$ cat config.mk
export PLATFORM = sky130hd
export DESIGN_NAME = clkchg_seq
export DESIGN_NICKNAME = d
export VERILOG_FILES = /design/src/rtl/clkchg_pkg.sv /design/src/rtl/cc_timer.sv /design/src/rtl/cc_rise.sv /design/src/rtl/clkchg_seq.sv
export SDC_FILE = /design/constraint.sdc
export NUM_CORES = 1
export LEC_CHECK = 0
export ABC_AREA = 1
export BUFFER_PORTS_ARGS = -buffer_cell sky130_fd_sc_hd__buf_4
export CORE_ASPECT_RATIO = 0.7
export CORE_MARGIN = 10
export CORE_UTILIZATION = 52
export CTS_CLUSTER_DIAMETER = 50
export DETAILED_ROUTE_END_ITERATION = 8
export GPL_TIMING_DRIVEN = 0
export HOLD_SLACK_MARGIN = 0.15
export PLACE_DENSITY = 0.81
export SYNTH_ARGS = -nofsm -noshare
export SYNTH_HDL_FRONTEND = slang
export SYNTH_HIERARCHICAL = 1
export SYNTH_SLANG_ARGS = --single-unit
$ cat constraint.sdc
create_clock -name clk -period 2.4 [get_ports clk]
set_input_delay 0.6 -clock clk [delete_from_list [all_inputs] [get_ports clk]]
set_output_delay 0.6 -clock clk [all_outputs]
set_load 0.05 [all_outputs]
$ cat src/rtl/clkchg_pkg.sv
package clkchg_pkg;
  localparam logic [1:0] CMD_NOP = 2'b00;
  localparam logic [1:0] CMD_MRS = 2'b01;
  localparam logic [1:0] CMD_SRE = 2'b10;
  localparam logic [1:0] CMD_SRX = 2'b11;

  typedef enum logic [3:0] {
    ST_IDLE,
    ST_ODT_OFF,
    ST_ENTER,
    ST_WSRE,
    ST_CHG,
    ST_WSRX,
    ST_EXIT,
    ST_WXP,
    ST_MRS,
    ST_GAP,
    ST_LOCK,
    ST_DONE
  } seq_state_e;
endpackage

$ cat src/rtl/cc_timer.sv
module cc_timer #(
  parameter int W = 8
) (
  input  logic         clk,
  input  logic         rst_n,
  input  logic         load,
  input  logic [W-1:0] len,
  output logic         expired
);
  logic [W-1:0] cnt_q;

  always_ff @(posedge clk) begin
    if (!rst_n)           cnt_q <= '0;
    else if (load)        cnt_q <= len;
    else if (cnt_q != '0) cnt_q <= cnt_q - {{(W-1){1'b0}}, 1'b1};
  end

  assign expired = (cnt_q == '0);
endmodule

$ cat src/rtl/cc_rise.sv
module cc_rise (
  input  logic clk,
  input  logic rst_n,
  input  logic d,
  output logic rise
);
  logic d_q;

  always_ff @(posedge clk) begin
    if (!rst_n) d_q <= 1'b1;
    else        d_q <= d;
  end

  assign rise = d & ~d_q;
endmodule

$ cat src/rtl/clkchg_seq.sv
module clkchg_seq
  import clkchg_pkg::*;
#(
  parameter int CW  = 8,
  parameter int EXW = 2
) (
  input  logic           clk,
  input  logic           rst_n,
  input  logic           chg_req,
  input  logic           use_sr,
  input  logic           bank_idle,
  input  logic           odt_in,
  input  logic [CW-1:0]  cfg_tcksre,
  input  logic [CW-1:0]  cfg_tcksrx,
  input  logic [CW-1:0]  cfg_txp,
  input  logic [CW-1:0]  cfg_txs,
  input  logic [CW-1:0]  cfg_tmod,
  input  logic [CW-1:0]  cfg_tdll,
  input  logic [EXW-1:0] cfg_mrs_extra,
  input  logic           clk_stable,
  output logic           cke,
  output logic           odt,
  output logic [1:0]     cmd,
  output logic [EXW-1:0] mrs_idx,
  output logic           change_req,
  output logic           busy,
  output logic           done
);
  localparam logic [CW-1:0]  ONE_C = {{(CW-1){1'b0}}, 1'b1};
  localparam logic [EXW-1:0] ONE_X = {{(EXW-1){1'b0}}, 1'b1};

  seq_state_e     st_q, st_nx;
  logic           sr_q, pend_q, accept;
  logic [EXW-1:0] ext_q, idx_q;
  logic           tload, texp, stab_rise;
  logic [CW-1:0]  tlen;

  // A stay of n cycles needs a load value of n-1; zero acts as one.
  function automatic logic [CW-1:0] span(input logic [CW-1:0] n);
    return (n == '0) ? '0 : n - ONE_C;
  endfunction

  cc_timer #(.W(CW)) u_timer (
    .clk(clk), .rst_n(rst_n), .load(tload), .len(tlen), .expired(texp)
  );

  cc_rise u_rise (
    .clk(clk), .rst_n(rst_n), .d(clk_stable), .rise(stab_rise)
  );

  assign accept = (st_q == ST_IDLE) && (pend_q || chg_req) && bank_idle;

  always_comb begin
    st_nx = st_q;
    tload = 1'b0;
    tlen  = '0;
    case (st_q)
      ST_IDLE:    if (accept) st_nx = ST_ODT_OFF;
      ST_ODT_OFF: st_nx = ST_ENTER;
      ST_ENTER: begin
        tload = 1'b1;
        tlen  = span(cfg_tcksre);
        st_nx = ST_WSRE;
      end
      ST_WSRE:    if (texp) st_nx = ST_CHG;
      ST_CHG: begin
        if (stab_rise) begin
          tload = 1'b1;
          tlen  = span(cfg_tcksrx);
          st_nx = ST_WSRX;
        end
      end
      ST_WSRX:    if (texp) st_nx = ST_EXIT;
      ST_EXIT: begin
        tload = 1'b1;
        tlen  = span(sr_q ? cfg_txs : cfg_txp);
        st_nx = ST_WXP;
      end
      ST_WXP:     if (texp) st_nx = ST_MRS;
      ST_MRS: begin
        tload = 1'b1;
        tlen  = span(cfg_tmod);
        st_nx = ST_GAP;
      end
      ST_GAP: begin
        if (texp) begin
          if (idx_q == ext_q) begin
            tload = 1'b1;
            tlen  = span(cfg_tdll);
            st_nx = ST_LOCK;
          end else begin
            st_nx = ST_MRS;
          end
        end
      end
      ST_LOCK:    if (texp) st_nx = ST_DONE;
      ST_DONE:    st_nx = ST_IDLE;
      default:    st_nx = ST_IDLE;
    endcase
  end

  always_ff @(posedge clk) begin
    if (!rst_n) begin
      st_q   <= ST_IDLE;
      sr_q   <= 1'b0;
      ext_q  <= '0;
      idx_q  <= '0;
      pend_q <= 1'b0;
    end else begin
      st_q <= st_nx;
      // Held-off requests are remembered only while idle.
      pend_q <= (st_q == ST_IDLE) && (pend_q || chg_req) && !accept;
      if (accept) begin
        sr_q  <= use_sr;
        ext_q <= cfg_mrs_extra;
        idx_q <= '0;
      end else if (st_q == ST_GAP && texp && idx_q != ext_q) begin
        idx_q <= idx_q + ONE_X;
      end
    end
  end

  assign cke = !(st_q inside {ST_ENTER, ST_WSRE, ST_CHG, ST_WSRX});
  assign odt        = odt_in && (st_q == ST_IDLE);
  assign change_req = (st_q == ST_CHG);
  assign busy       = (st_q != ST_IDLE);
  assign done       = (st_q == ST_DONE);
  assign mrs_idx    = idx_q;

  always_comb begin
    cmd = CMD_NOP;
    if (st_q == ST_ENTER && sr_q)     cmd = CMD_SRE;
    else if (st_q == ST_EXIT && sr_q) cmd = CMD_SRX;
    else if (st_q == ST_MRS)          cmd = CMD_MRS;
  end
endmodule

======== Word level (Yosys, flattened, before mapping) ========
Index checks and enable logic that the tools add are counted.
operators by class
  $add $sub $neg .......................... 7
  equality and inequality tests ........... 20
  muxes and demuxes ....................... 28
  bitwise gates (word level) .............. 3
  reductions and logical operators ........ 25
operators with widths
  operator                                                                 number
  8-bit two-way mux                                                        11
  8-bit logical NOT                                                        6
  8-bit by 1-bit subtractor with 8-bit output, second input constant       6
  4-bit one-hot mux with 11 select lines                                   1
  8-bit one-hot mux with 5 select lines                                    1
  4-bit two-way mux                                                        7
  4-bit by 3-bit == test with 1-bit output, second input constant          4
  4-bit == test, second input constant                                     4
  2-bit inequality test, second input constant                             6
  4-bit by 2-bit == test with 1-bit output, second input constant          2
  1-bit logical AND                                                        8
  4-bit nonzero test                                                       2
  8-bit nonzero test                                                       1
  7-bit AND reduction                                                      1
  2-bit two-way mux                                                        3
  4-bit by 1-bit == test with 1-bit output, second input constant          1
  4-bit logical NOT                                                        1
  1-bit two-way mux                                                        4
  1-bit one-hot mux with 3 select lines                                    1
  3-bit OR reduction                                                       1
  2-bit by 1-bit adder with 2-bit output, second input constant            1
  2-bit == test                                                            1
  1-bit logical NOT                                                        2
  2-bit by 1-bit inequality test with 1-bit output, second input constant  1
  6 further kinds                                                          7
word-level totals
  bits in registers ....................... 19
  output and inout port bits .............. 9
  logic and storage cells ................. 90

======== Depth between registers and ports, before layout ========
  word-level depth ........................ 6
  mapped depth ............................ 15

======== Hierarchy ========
Netlist, hierarchy kept.
by module, submodules not included
  module      instances  cells each  area an instance (µm²)  sequential area each (µm²)
  clkchg_seq  1          386         1985.7                  200.2
  cc_timer    1          70          478.0                   160.2
  cc_rise     1          4           33.8                    20.0

======== Least setup slack after synthesis ========
Ideal clock, no wire load.
  path type ............................... register to output
  start ................................... register st_q[3]
  end ..................................... output cmd[0]
  arrival time ............................ 1.837 ns
  slack ................................... -0.037 ns
  stages on the path, launching flop included .. 7
  path through ............................ dfxtp_1 -> buf_6 -> inv_2 -> nand2_2 -> nor2_1 -> inv_1 -> o21ai_0
on the way
  cells in the longest elaborated chain, start to end .. 4
  elaborated cells on any way between the ends .. 8
  classes of those cells .................. eq/ne (3); mux (3); reduce/logical (2)
ends and longest elaborated chain
  element                                                                    RTL line                              RTL
  start: declaration                                                         clkchg_seq.sv:32                      seq_state_e st_q, st_nx;
  start signal: assignment                                                   clkchg_seq.sv:110                     st_q <= st_nx;
  4-bit == test or 4-bit by 3-bit == test with 1-bit output (tied branches)  clkchg_seq.sv:134, clkchg_seq.sv:133
  1-bit two-way mux or 1-bit logical AND (tied branches)                     clkchg_seq.sv:134, clkchg_seq.sv:133
  2-bit two-way mux                                                          clkchg_seq.sv:133                     else if (st_q == ST_EXIT && sr_q) cmd = CMD_SRX;
  2-bit two-way mux *                                                        clkchg_seq.sv:132                     if (st_q == ST_ENTER && sr_q) cmd = CMD_SRE;
  end: declaration                                                           clkchg_seq.sv:23                      output logic [1:0] cmd,
Every way passes the cells marked *; elsewhere a longest branch is shown, timed or not.

======== Final worst setup path ========
  start ................................... register u_timer.cnt_q[0]
  end ..................................... register u_timer.cnt_q[2]
on the way
  cells in the longest elaborated chain, start to end .. 4
  elaborated cells on any way between the ends .. 10
  classes of those cells .................. add/sub (1); mux (6); reduce/logical (3)
ends and longest elaborated chain
  element                                                  RTL line          RTL
  start: declaration                                       cc_timer.sv:10    logic [W-1:0] cnt_q;
  start signal: assignment                                 cc_timer.sv:14    else if (load) cnt_q <= len;
  start signal: assignment                                 cc_timer.sv:15    else if (cnt_q != '0) cnt_q <= cnt_q - {{(W-1){1'b0}}, 1'b1};
  8-bit logical NOT *                                      cc_timer.sv:18    assign expired = (cnt_q == '0);
  named net texp                                           clkchg_seq.sv:35  logic tload, texp, stab_rise;
  1-bit two-way mux *                                      clkchg_seq.sv:86  if (texp) begin
  1-bit one-hot mux with 3 select lines *                  clkchg_seq.sv:57  case (st_q)
  named net tload                                          clkchg_seq.sv:35
  8-bit two-way mux or 2-bit nonzero test (tied branches)  -
Mark *: on every way through the listed nets, which the timed path passes. The rest lies on a longest branch. The select of a mux whose other input is x is not followed.
A chain may end at the register's enable or synchronous reset.

==> impl_metrics.py <==
metrics = {
    "detailed_routing": {
        "drt_pass1_iterations": 5,
        "dr.first_iter.drc_count": 196,
        "via_count": 2898,
        "wl_mm": 7.34,
        "routedWlPerCell_um": 12.6,
        "ant_nets": 0,
        "drc": 0,
        "viasPerCell": 4.96,
    },
    "cts": {
        "cts_hold_buf": 0,
        "clkTransAtPathRegs_ps": 80,
        "cts.sinks": 19,
        "cts.htree.levels": 1,
        "cts_buffer_depth": 2,
        "clk_latency_ps": 260,
        "cts_tree": "yes",
        "numCtsBuffers": 3,
        "cts_root_buffer": "clkbuf_8",
    },
    "floorplan": {
        "die_area_um2": 8020,
        "initial_core_util_pct": 55.8,
        "core.rowCount": 20,
        "die_w_um": 103,
        "design.core.area_um2": 4480,
        "die_h_um": 78.0,
        "io_pins": 66,
    },
    "timing": {
        "fmax_mhz": 458,
        "min_period_ps": 2180,
        "rsz0062_at_grt": "false",
        "hold_viol_final": 0,
        "slew_headroom_pct": 74.2,
        "hold-worst-slack_ps": 469,
        "fin_ws_ps": 216,
        "skew_ps": 2.10,
        "worst_pin_slew_ps": 384,
        "period_share_pct": 91.0,
        "tns_ps": 0,
        "setup_viol": 0,
        "report.final.slew_viol_count": 0,
    },
    "grt": {
        "grtUsageTotal_pct": 18.2,
        "gr-total-overflow": 0,
        "grt_pass1_wl_mm": 12.3,
        "grt_max_degree": 15,
        "antenna_found_initial": 0,
        "first_global_vias": 2676,
    },
    "placed_design": {
        "routabilityCongestion": 0.937,
        "io_buffer_count": 65,
        "dp_cells": 580,
        "postPlaceCellArea_um2": 3050,
        "place_hpwl_mm": 6.28,
        "place_ws_ps": 184,
    },
    "critical_path": {
        "critPathLaunchType": "register",
        "timing.rr.start": "u_timer/cnt_q[0]",
        "ff2ff_setup_slack_ps": 220,
        "crit_path_start": "u_timer/cnt_q[0]",
        "required_ps": 2580,
        "path_max_fanout": 9,
        "crit_end": "u_timer/cnt_q[2]",
        "reg2regPathDepth": 13,
        "cp-end-kind": "register",
        "regToRegEndpoint": "u_timer/cnt_q[2]",
        "crit_arrival_ps": 2370,
        "crit_type": "register to register",
    },
    "finish": {
        "final_util_pct": 69.3,
        "fin_nets": 598,
        "antenna_cells": 0,
        "finish.instance_area_um2": 3110,
        "area_delta_synth_final_pct": 24.3,
        "post_route_cells_drive_above_1_share_pct": 19.8,
        "fin_cells": 584,
    },
    "hold_path": {
        "worstHoldPathType": "register to register",
    },
    "power": {
        "peakVddDrop_mv": 0.603,
        "leakagePower_nw": 1.67,
        "powerDensity_nw_per_um2": 758,
        "power_mw": 2.35,
    },
    "run_status": {
        "status": "complete, no violations",
    },
    "logic_synthesis": {
        "synth_area_per_cell_um2": 5.43,
        "ys_seq_area_share_pct": 15.2,
        "synth_area_leader_cell": "nand2_1",
        "yosys.area.top_type_share_pct": 18.6,
        "async_reset_ff_share_pct": 0,
        "synth_area_um2": 2500,
        "synth_warnings": 6,
        "synth_nets": 528,
        "synth.area.top_cells": "nand2_1, dfxtp_1, nor2_1, inv_1, nand3_1",
        "synth_seq_cells": 19,
        "netlist_instances": 460,
        "synth-edff-count": 0,
        "ys_types": 31,
        "ys.flop_type": "dfxtp_1",
    },
    "flow_run": {
        "max_cap_violations": 0,
    },
}
flip-flops by register name (all words and copies together), names as in the netlist:
name and cells:
st_q 4, u_timer/cnt_q 8, pend_q 1, ext_q 2
sr_q 1, u_rise/d_q 1, mrs_idx 2
timing repair:
item,CTS,global route
buffers inserted,0,0
gates resized for setup,0,1
setup endpoints to repair,0,1
layer usage:
metal | vias up | track usage [%] | share of wire, %
met1 | 1234 | 27.2 | 52
li1 | 1564 | - | -
met5 | - | 0 | 0
met4 | 0 | 0.970 | 0.15
met3 | 4 | 5.04 | 8.3
met2 | 96 | 26.2 | 40
cell families after synthesis:
kind of cell	after synthesis	share of synthesized area (%)
AOI/OAI and AO/OA	42	9.32
xor gates and xnor gates	19	6.66
adders and majority gates	11	5.51
buffers and inverters	80	12.7
DFF	19	15.2
and+or+nand+nor	289	50.6
report_power, final:
part           total (mW)  switching [mW]  internal [mW]
clock network       0.232           0.117          0.116
logic                1.64            1.06          0.572
registers           0.486          0.0806          0.405
worst min path at each step:
stage | from | endpoint | slack (ps) | cells after the start
floorplan | ext_q[1] | ext_q[1] | 440 | 2
global placement | ext_q[1] | ext_q[1] | 460 | 2
detailed placement | ext_q[1] | ext_q[1] | 460 | 2
CTS | ext_q[1] | ext_q[1] | 470 | 2
global route | ext_q[1] | ext_q[1] | 510 | 2
finish | ext_q[1] | ext_q[1] | 470 | 2
critical path, cell delays in order, from the launching register on:
cell	delay (ps)
dfxtp_1	310
inv_1	140
ha_1	250
nand2_2	120
nor2_8	210
nand2_1	130
nor2_4	190
nor2_1	60
nand2_1	50
buf_2	200
inv_2	100
nand2_4	100
inv_2	50
nor3_1	190
cell usage after synthesis (5+ instances only):
cell type / n
a21oi_1: 12
dfxtp_1: 19
ha_1: 11
inv_1: 68
inv_2: 8
nand2_1: 124
nand2_2: 7
nand3_1: 40
nand4_1: 5
nor2_1: 87
nor2_2: 10
nor3_1: 6
o21ai_0: 17
o21ai_1: 8
xnor2_1: 7
xor2_1: 12
cell usage in the layout, fill, tap and decap left out, drive strengths merged:
cell / instances
nand3b: 2
nor3b: 1
inv: 76
nand3: 41
buf: 68
o21bai: 2
nor3: 6
o211ai: 1
dfxtp: 19
o21ai: 25
a21oi: 14
nor4: 1
nor2: 100
xnor2: 7
clkbuf: 3
nand2: 132
xor2: 12
ha: 11
nand4: 5
clkinv: 2
and2: 1
layout make-up:
class | instances | area [um^2]
Buffer | 3 | 27.5
Fill cell | 439 | 1370
Clock buffer | 3 | 41.3
Multi-Input combinational cell | 361 | 1810
Tap cell | 55 | 68.8
Inverter | 77 | 289
Sequential cell | 19 | 380
Clock inverter | 1 | 5.00
Timing Repair Buffer | 65 | 488
Note: power is estimated with default switching activity, not from simulation.
